--- src/rtl/wf_pkg.sv ---
package wf_pkg;
  localparam int unsigned WORD_W  = 32;
  localparam int unsigned GROUP_N = 4;
  localparam int unsigned GROUP_W = WORD_W * GROUP_N;
  localparam int unsigned ROT_W   = $clog2(GROUP_N);
  typedef logic [GROUP_W-1:0] group_t;
endpackage

--- src/rtl/wf_line_bank.sv ---
module wf_line_bank #(
  parameter int unsigned DEPTH  = 8,
  parameter int unsigned DATA_W = 128,
  localparam int unsigned IDX_W = (DEPTH > 1) ? $clog2(DEPTH) : 1
) (
  input  logic              clk_i,
  input  logic              we_i,
  input  logic [IDX_W-1:0]  waddr_i,
  input  logic [DATA_W-1:0] wdata_i,
  input  logic [IDX_W-1:0]  raddr_i,
  output logic [DATA_W-1:0] rdata_o
);
  logic [DATA_W-1:0] mem_q [DEPTH];

  always_ff @(posedge clk_i) begin
    if (we_i) mem_q[waddr_i] <= wdata_i;
  end

  assign rdata_o = mem_q[raddr_i];
endmodule

--- src/rtl/wf_rotate.sv ---
module wf_rotate
  import wf_pkg::*;
(
  input  group_t           lo_i,
  input  group_t           hi_i,
  input  logic [ROT_W-1:0] rot_i,
  output group_t           words_o
);
  logic [2*GROUP_W-1:0] pair;
  assign pair = {hi_i, lo_i};

  for (genvar k = 0; k < GROUP_N; k++) begin : g_lane
    logic [ROT_W:0] sel;
    assign sel = {1'b0, rot_i} + (ROT_W+1)'(k);
    assign words_o[k*WORD_W +: WORD_W] = pair[int'(sel)*WORD_W +: WORD_W];
  end
endmodule

--- src/rtl/wf_group_fifo.sv ---
module wf_group_fifo #(
  parameter int unsigned DATA_W = 160,
  parameter int unsigned DEPTH  = 2,
  localparam int unsigned PTR_W = (DEPTH > 1) ? $clog2(DEPTH) : 1,
  localparam int unsigned CNT_W = $clog2(DEPTH + 1)
) (
  input  logic              clk_i,
  input  logic              rst_ni,
  input  logic              flush_i,
  input  logic              push_i,
  input  logic [DATA_W-1:0] din_i,
  input  logic              pop_i,
  output logic              full_o,
  output logic              valid_o,
  output logic [DATA_W-1:0] dout_o
);
  logic [DATA_W-1:0] mem_q [DEPTH];
  logic [PTR_W-1:0]  wr_ptr_q, rd_ptr_q;
  logic [CNT_W-1:0]  count_q;

  function automatic logic [PTR_W-1:0] nxt(input logic [PTR_W-1:0] p);
    return (p == PTR_W'(DEPTH - 1)) ? '0 : p + 1'b1;
  endfunction

  always_ff @(posedge clk_i or negedge rst_ni) begin
    if (!rst_ni) begin
      wr_ptr_q <= '0;
      rd_ptr_q <= '0;
      count_q  <= '0;
    end else if (flush_i) begin
      wr_ptr_q <= '0;
      rd_ptr_q <= '0;
      count_q  <= '0;
    end else begin
      if (push_i) wr_ptr_q <= nxt(wr_ptr_q);
      if (pop_i)  rd_ptr_q <= nxt(rd_ptr_q);
      if (push_i && !pop_i)      count_q <= count_q + 1'b1;
      else if (pop_i && !push_i) count_q <= count_q - 1'b1;
    end
  end

  always_ff @(posedge clk_i) begin
    if (push_i && !flush_i) mem_q[wr_ptr_q] <= din_i;
  end

  assign full_o  = (count_q == CNT_W'(DEPTH));
  assign valid_o = (count_q != '0);
  assign dout_o  = mem_q[rd_ptr_q];
endmodule

--- src/rtl/wide_fetch_unit.sv ---
module wide_fetch_unit
  import wf_pkg::*;
#(
  parameter int unsigned LINES      = 16,
  parameter int unsigned PC_W       = 32,
  parameter int unsigned Q_DEPTH    = 2,
  parameter logic [31:0] RESET_PC   = 32'h0,
  localparam int unsigned LINE_BITS = $clog2(LINES),
  localparam int unsigned BANK_D    = LINES / 2,
  localparam int unsigned BIDX_W    = (LINE_BITS > 1) ? LINE_BITS - 1 : 1,
  localparam int unsigned ENTRY_W   = PC_W + GROUP_W
) (
  input  logic                 clk_i,
  input  logic                 rst_ni,
  input  logic                 redirect_i,
  input  logic [PC_W-1:0]      redirect_pc_i,
  input  logic                 wr_en_i,
  input  logic [LINE_BITS-1:0] wr_line_i,
  input  logic [GROUP_W-1:0]   wr_data_i,
  output logic                 out_valid_o,
  input  logic                 out_ready_i,
  output logic [PC_W-1:0]      out_pc_o,
  output logic [GROUP_W-1:0]   out_words_o,
  output logic                 err_o
);
  logic [PC_W-1:0]      pc_q;
  logic [LINE_BITS-1:0] line;
  logic [ROT_W-1:0]     rot;
  logic                 misaligned;
  logic [BIDX_W-1:0]    bank_ra [2];
  group_t               bank_rd [2];
  group_t               lo_line, hi_line, group_words;
  logic                 q_full, q_valid, push, pop;
  logic [ENTRY_W-1:0]   q_dout;

  assign line       = pc_q[4 +: LINE_BITS];
  assign rot        = pc_q[2 +: ROT_W];
  assign misaligned = |pc_q[1:0];

  // odd bank always holds line L or L+1 at index L>>1; even bank steps up when L is odd
  assign bank_ra[1] = line[LINE_BITS-1:1];
  assign bank_ra[0] = line[LINE_BITS-1:1] + BIDX_W'(line[0]);

  for (genvar b = 0; b < 2; b++) begin : g_bank
    wf_line_bank #(.DEPTH(BANK_D), .DATA_W(GROUP_W)) u_bank (
      .clk_i   (clk_i),
      .we_i    (wr_en_i && (wr_line_i[0] == 1'(b))),
      .waddr_i (wr_line_i[LINE_BITS-1:1]),
      .wdata_i (wr_data_i),
      .raddr_i (bank_ra[b]),
      .rdata_o (bank_rd[b])
    );
  end

  assign lo_line = line[0] ? bank_rd[1] : bank_rd[0];
  assign hi_line = line[0] ? bank_rd[0] : bank_rd[1];

  wf_rotate u_rot (
    .lo_i    (lo_line),
    .hi_i    (hi_line),
    .rot_i   (rot),
    .words_o (group_words)
  );

  assign pop  = q_valid && out_ready_i && !redirect_i;
  assign push = !misaligned && !redirect_i && (!q_full || pop);

  always_ff @(posedge clk_i or negedge rst_ni) begin
    if (!rst_ni)         pc_q <= PC_W'(RESET_PC);
    else if (redirect_i) pc_q <= redirect_pc_i;
    else if (push)       pc_q <= pc_q + PC_W'(16);
  end

  wf_group_fifo #(.DATA_W(ENTRY_W), .DEPTH(Q_DEPTH)) u_fifo (
    .clk_i   (clk_i),
    .rst_ni  (rst_ni),
    .flush_i (redirect_i),
    .push_i  (push),
    .din_i   ({pc_q, group_words}),
    .pop_i   (pop),
    .full_o  (q_full),
    .valid_o (q_valid),
    .dout_o  (q_dout)
  );

  assign out_valid_o = q_valid;
  assign out_pc_o    = q_dout[GROUP_W +: PC_W];
  assign out_words_o = q_dout[GROUP_W-1:0];
  assign err_o       = misaligned;
endmodule

--- config.mk ---
export PLATFORM = sky130hd
export DESIGN_NAME = wide_fetch_unit
export DESIGN_NICKNAME = d
export VERILOG_FILES = /design/src/rtl/wf_pkg.sv /design/src/rtl/wf_line_bank.sv /design/src/rtl/wf_rotate.sv /design/src/rtl/wf_group_fifo.sv /design/src/rtl/wide_fetch_unit.sv
export SDC_FILE = /design/constraint.sdc
export NUM_CORES = 2
export LEC_CHECK = 0
export BUFFER_PORTS_ARGS = -buffer_cell sky130_fd_sc_hd__buf_2
export CORE_MARGIN = 5
export CORE_UTILIZATION = 41
export DETAILED_ROUTE_END_ITERATION = 8
export PLACE_DENSITY_LB_ADDON = 0.08
export SETUP_SLACK_MARGIN = 0.4
export SYNTH_ARGS = -nofsm -noshare
export SYNTH_HDL_FRONTEND = slang
export SYNTH_SLANG_ARGS = --single-unit
--- constraint.sdc ---
create_clock -name clk_i -period 38.7 [get_ports clk_i]
set_input_delay 7.74 -clock clk_i [delete_from_list [all_inputs] [get_ports clk_i]]
set_output_delay 7.74 -clock clk_i [all_outputs]
set_load 0.02 [all_outputs]
# After elaboration in Yosys (flattened, before gate mapping)
# Memories as Yosys holds them, arrays and structs flattened.
# Cells that the tools add are included.
dict set report op_classes {
  n_addsub 9
  n_eq_ne 1
  shift 4
  mux 19
  n_bitwise 1
  n_reduce_logical 20
}
# operator n
set op_table {}
lappend op_table {{$shiftx 256x9->32} 3}
lappend op_table {{$mux 128} 2}
lappend op_table {{$shiftx 256x8->32} 1}
lappend op_table {{$mux 32} 2}
lappend op_table {{$add 32x5->32 const B} 1}
lappend op_table {{$mux 1} 12}
lappend op_table {{$logic_and 1x1->1} 9}
lappend op_table {{$add 2x2->3 const B} 2}
lappend op_table {{$mux 2} 3}
lappend op_table {{$reduce_bool 2->1} 3}
lappend op_table {{$logic_not 1->1} 5}
lappend op_table {{$add 2x1->3 const B} 1}
lappend op_table {{$add 3x1->3} 1}
lappend op_table {{$reduce_bool 3->1} 1}
lappend op_table {{$add 1x1->1 const B} 2}
lappend op_table {{$add 2x1->2 const B} 1}
lappend op_table {{$eq 2x2->1 const B} 1}
lappend op_table {{$reduce_or 2->1} 1}
lappend op_table {{$sub 2x1->2 const B} 1}
lappend op_table {{$logic_or 1x1->1} 1}
lappend op_table {{$not 1->1} 1}
dict set report totals {
  register_bits 36
  ram_bits 2368
  inputBits 169
  output_inout_bits 162
  word_cells 61
  mem_count 3
}
# name words width read_ports rd_ports_with_merged_regs wr line
set memory_table {}
lappend memory_table {{g_bank[0].u_bank.mem_q} 8 128 1 0 1 wf_line_bank.sv:13} ;# logic [DATA_W-1:0] mem_q [DEPTH];
lappend memory_table {{g_bank[1].u_bank.mem_q} 8 128 1 0 1 wf_line_bank.sv:13}
lappend memory_table {u_fifo.mem_q 2 160 1 0 1 wf_group_fifo.sv:17} ;# logic [DATA_W-1:0] mem_q [DEPTH];

# Longest topological paths before layout
dict set report depth {
  ltp_word 10
  mapped_depth 12
  depth_no_buf 8
}

# By module
# A second synthesis with hierarchy kept.
dict set report unflattened {
  hier_cells 4146
  hier_area_um2 98106.6
}
# module n_inst cells_each area_per_inst_um2 seq_area_each_um2
set by_module_without_submodules {}
lappend by_module_without_submodules {wf_line_bank 2 1492 38992.4 30749.5}
lappend by_module_without_submodules {wf_group_fifo 1 518 12115.4 9709.3}
lappend by_module_without_submodules {wide_fetch_unit 1 488 4872.2 800.8}
lappend by_module_without_submodules {wf_rotate 1 156 3134.3 0.0}

# Worst setup path after synthesis
# OpenSTA, ideal clock, no wires.
dict set report synth_path {
  path_type {input to register}
  startpoint {input port redirect_i}
  endpoint {memory u_fifo.mem_q[1][0], enable pin}
  setup_ps 909
  arrival_time_ps 19746
  t_required_ps 37791
  slack_ps 18046
  cell_stages 3
  n_path_buf 2
  cell_sequence {clkbuf_1 clkbuf_1 nor3b_1}
}
dict set report synth_via {
  elab_chain_len 7
  elab_cells_between_ends 8
  cone_classes {mux: 2; reduce/logical: 6}
}
# element line
set synth_lines {}
lappend synth_lines {{start, declared} wide_fetch_unit.sv:15} ;# input logic redirect_i,
lappend synth_lines {{$logic_not 1->1 *} {wf_group_fifo.sv:43, wide_fetch_unit.sv:65, wide_fetch_unit.sv:66}}
lappend synth_lines {{$logic_and 1x1->1} wide_fetch_unit.sv:65} ;# assign pop = q_valid && out_ready_i && !redirect_i;
lappend synth_lines {{$logic_or 1x1->1} wide_fetch_unit.sv:66} ;# assign push = !misaligned && !redirect_i && (!q_full || pop);
lappend synth_lines {{$logic_and 1x1->1} wide_fetch_unit.sv:66}
lappend synth_lines {{$logic_and 1x1->1 *} wf_group_fifo.sv:43} ;# if (push_i && !flush_i) mem_q[wr_ptr_q] <= din_i;
lappend synth_lines {{$mux 1 *} wf_group_fifo.sv:43}
lappend synth_lines {{$mux 1 (not written as such) *} wf_group_fifo.sv:43}
lappend synth_lines {{end, declared} wf_group_fifo.sv:17}
# Every way passes the cells marked *; elsewhere a longest branch is shown, timed or not.

# Worst setup path in the final report
dict set report layout_path {
  startpoint {register u_fifo.rd_ptr_q}
  endpoint {output port out_words_o[71]}
}
dict set report layout_via {
  elab_chain_len 1
}
# element line
set layout_lines {}
lappend layout_lines {{start, declared} wf_group_fifo.sv:18} ;# logic [PTR_W-1:0] wr_ptr_q, rd_ptr_q;
lappend layout_lines {{start signal, assigned} wf_group_fifo.sv:36} ;# if (pop_i) rd_ptr_q <= nxt(rd_ptr_q);
lappend layout_lines {{$mem_v2 2x160} --}
lappend layout_lines {{end, declared} wide_fetch_unit.sv:23} ;# output logic [GROUP_W-1:0] out_words_o,
# Every way passes these cells.

==> metrics.txt <==
number of top-level pins 331; part of the Yosys area used for sequential elements between 70% and 80%; peak ir drop on the vdd network about 0.000036 V; area share of the largest cell type after synthesis 72.7%; Critical Path Fanout Max 54; layout-stage area growth over the synthesis result 14.0%; Max Slew Vio Count 0; count of flip-flops with a built-in enable after synthesis around 2,400; total clock sinks 2,404; Core Rows 179; power density over cell area 58.4 mW/mm2; leak pwr 36.2 nW; Rel. slew slack 16.1%; kind of critical path flip-flop to output pin; initial antenna violation count 50; flop-to-flop setup slack about 32,000 ps; cell family with the largest share of critical-path delay flip-flops; Largest stage delay, worst path 1000 ps; setup repair after global routing missed its margin false; core outline area about 0.24 mm2; first-pass GRT wire length between 400 and 500 mm; clock tree from TritonCTS built; Routed Antenna Nets 0; horizontal die dimension about 500 um; start point of the worst hold path pc_q[1]; Setup crit end kind output pin; largest net degree at the start of global routing 110; cell with the biggest individual delay on the critical path dfrtp_4; WHS 485 ps; most numerous cell in the Yosys netlist edfxtp_1; die height 498 um; CTS clk-pin slew, worst paths approximately 60 ps; share of synthesized flip-flops with an asynchronous set or reset 1.50%; Netlist Area Pre-Place 0.0978 mm2; maximum count of clock buffers along a single path 4; post-synthesis cell type count 58; Synth Instances roughly 5,100; Least-Margin Pin Slew 1250 ps; worst path buffer plus inverter count 2; final critical delay including setup and external delays 11,170 ps; First-pass DRT Iterations 6; final hold violation count 0; total die area 0.248 mm2; maximum level of the CTS H-tree 5; utilization after layout between 40% and 50%; Max Clock Freq 89.5 MHz; dominant register cell in the synthesized netlist edfxtp_1; number of remaining DRC errors 0; global route overflow 0; data required time at the worst endpoint a little over 30,000 ps; clock network latency to the later pin of the worst-skew pair about 900 ps; category of the worst setup path launch point flip-flop; Max Cap Violations 0; arrival time at the worst endpoint 3430 ps; nets@finish 5,652; synth top area cells edfxtp_1, mux4_2, mux2_2, mux2i_1, nand2_1; count of hold-fix buffers inserted at cts 0; Period Utilization, post-route 28.9%; number of buffers inserted during clock tree synthesis about 280; number of register bits inferred by synthesis 2,404; clock skew approximately 47 ps; cts repair resizes 0; routed via count approximately 52,000; top post-synthesis cells by count edfxtp_1, mux4_2, mux2i_1; overall routing resource usage between 20% and 30%; total wire length between 200 and 300 mm; crit path cell chain buf_4 > mux2_2 > buf_2; layout cells sized above 1 a little under 30%; post-synthesis net count ~5,200; routed len/inst 32.3 um; total setup violations reported at the end of the flow 0; number of port buffers 330; dominant cell type by area after synthesis edfxtp_1; worst hold-check path type flip-flop to flip-flop; Setup Fix Bufs, Post-CTS 0; count of warnings emitted by yosys 0; via count of the first global-routing pass ~53,000; initial core utilization a little over 40%; launching element of the worst setup path u_fifo.rd_ptr_q; Iteration-0 DRC Markers 5,330; Setup TNS 0 ps; DP Wirelength between 150 and 200 mm; number of vias per cell after detailed routing 5.89; Mean Syn Cell Area 19.4 um2; run status finished clean; startpoint of the lowest-slack register-to-register path pc_q[5]; global placer's final weighted congestion 0.788; Root Buffer clkbuf_16
==> metal layers <==
| layer | global-route usage [%] | up-vias | routed length (um) |
|---|---|---|---|
| met1 | 33.5 | 27988 | 127000 |
| li1 | - | 21729 | - |
| met5 | 0 | - | 78 |
| met3 | 4.52 | 396 | 22100 |
| met4 | 4.97 | 12 | 5660 |
| met2 | 34.8 | 1992 | 131000 |
==> registers in the layout (all words and copies together) (netlist names) <==
| name | flops |
|---|---|
| u_fifo.rd_ptr_q | 1 |
| pc_q | 32 |
| g_bank.u_bank.mem_q | 2048 |
| u_fifo.wr_ptr_q | 1 |
| u_fifo.count_q | 2 |
| u_fifo.mem_q | 320 |
==> path summary, 6_finish.rpt <==
check                                        to  cells after the start
setup / recovery                out_words_o[71]                      3
hold / removal             u_fifo.mem_q[0][129]                      0
setup reg to reg             u_fifo.mem_q[0][0]                     10
hold reg to reg            u_fifo.mem_q[0][129]                      0
max in group asynchronous               pc_q[3]                      1
min in group asynchronous              pc_q[27]                      1
==> metrics by stage <==
stage               instances  setup WS [ps]  area (um2)  total power [mW]
floorplan                5050          18050       97800              3.74
CTS                      8826          27430      111000              6.58
global route             8830          27390      111000              6.75
global placement         8367          26920      103000              4.15
finish                   8845          27530      112000              6.51
detailed placement       8367          26860      103000              4.16
==> cell type report <==
cell class                 instances  area [um2]
multi-input combinational       2326       24500
timing repair buffer             463        2740
fill                           20015      126000
sequential                      2404       72000
clock inverter                   104         749
clock buffer                     355        7430
inverter                           7        33.8
antenna                           19        47.5
tap                             3167        3960
==> cell usage in the layout (no fill, tap or decap), types with 7 or more instances in the layout <==
| master | Yosys | layout |
|---|---|---|
| edfxtp_1 | 2368 | 2368 |
| mux4_2 | 457 | 457 |
| mux2i_1 | 348 | 348 |
| mux2_2 | 333 | 333 |
| buf_2 | 93 | 330 |
| nand2_1 | 326 | 323 |
| clkbuf_16 | 0 | 285 |
| buf_4 | 31 | 126 |
| a21oi_1 | 115 | 115 |
| nor2_1 | 111 | 93 |
| o21ai_0 | 88 | 88 |
| a22oi_1 | 80 | 80 |
| clkbuf_1 | 158 | 66 |
| nand3_1 | 53 | 53 |
| a22o_1 | 51 | 51 |
| o22ai_1 | 47 | 47 |
| clkinv_1 | 0 | 47 |
| nor3_1 | 50 | 43 |
| clkinv_2 | 0 | 37 |
| a32oi_1 | 35 | 35 |
| dfrtp_1 | 36 | 29 |
| a221o_1 | 23 | 23 |
| a221oi_1 | 22 | 21 |
| diode_2 | 0 | 19 |
| o211ai_1 | 17 | 17 |
| nor2_4 | 0 | 16 |
| a211oi_1 | 16 | 16 |
| xnor2_1 | 16 | 16 |
| o221ai_1 | 15 | 15 |
| o31ai_1 | 13 | 13 |
| o32ai_1 | 13 | 13 |
| a311oi_1 | 13 | 13 |
| xor2_1 | 12 | 12 |
| a222oi_1 | 10 | 10 |
| and3_1 | 10 | 10 |
| bufinv_16 | 0 | 10 |
| nor3_2 | 1 | 7 |
| nand4_1 | 7 | 7 |
| dfrtp_4 | 0 | 7 |
| buf_12 | 0 | 7 |
==> power breakdown <==
| group | total, mW | leakage [nW] | switching, mW | internal (mW) |
|---|---|---|---|---|
| logic | 1.10 | 10.4 | 0.698 | 0.406 |
| registers | 3.00 | 21.9 | 0.0367 | 2.96 |
| clock network | 2.41 | 4.00 | 0.996 | 1.41 |
| total | 6.51 | 36.2 | 1.73 | 4.78 |
==> cell families (layout without fill, tap and decap cells) <==
logic type               Yosys count  count (layout)  synth area share (%)
AND/OR/NAND/NOR                  586             586                  2.52
XOR/XNOR                          30              30                 0.284
other                              0              19                     0
buffers and inverters            320             929                  1.54
AO/OA/AOI/OAI                    570             570                  4.08
flip-flops                      2404            2404                  73.6
adder cells (fa/ha/maj)            2               2                0.0256
multiplexers                    1138            1138                  17.9
Power figures use the tool's default switching activity.
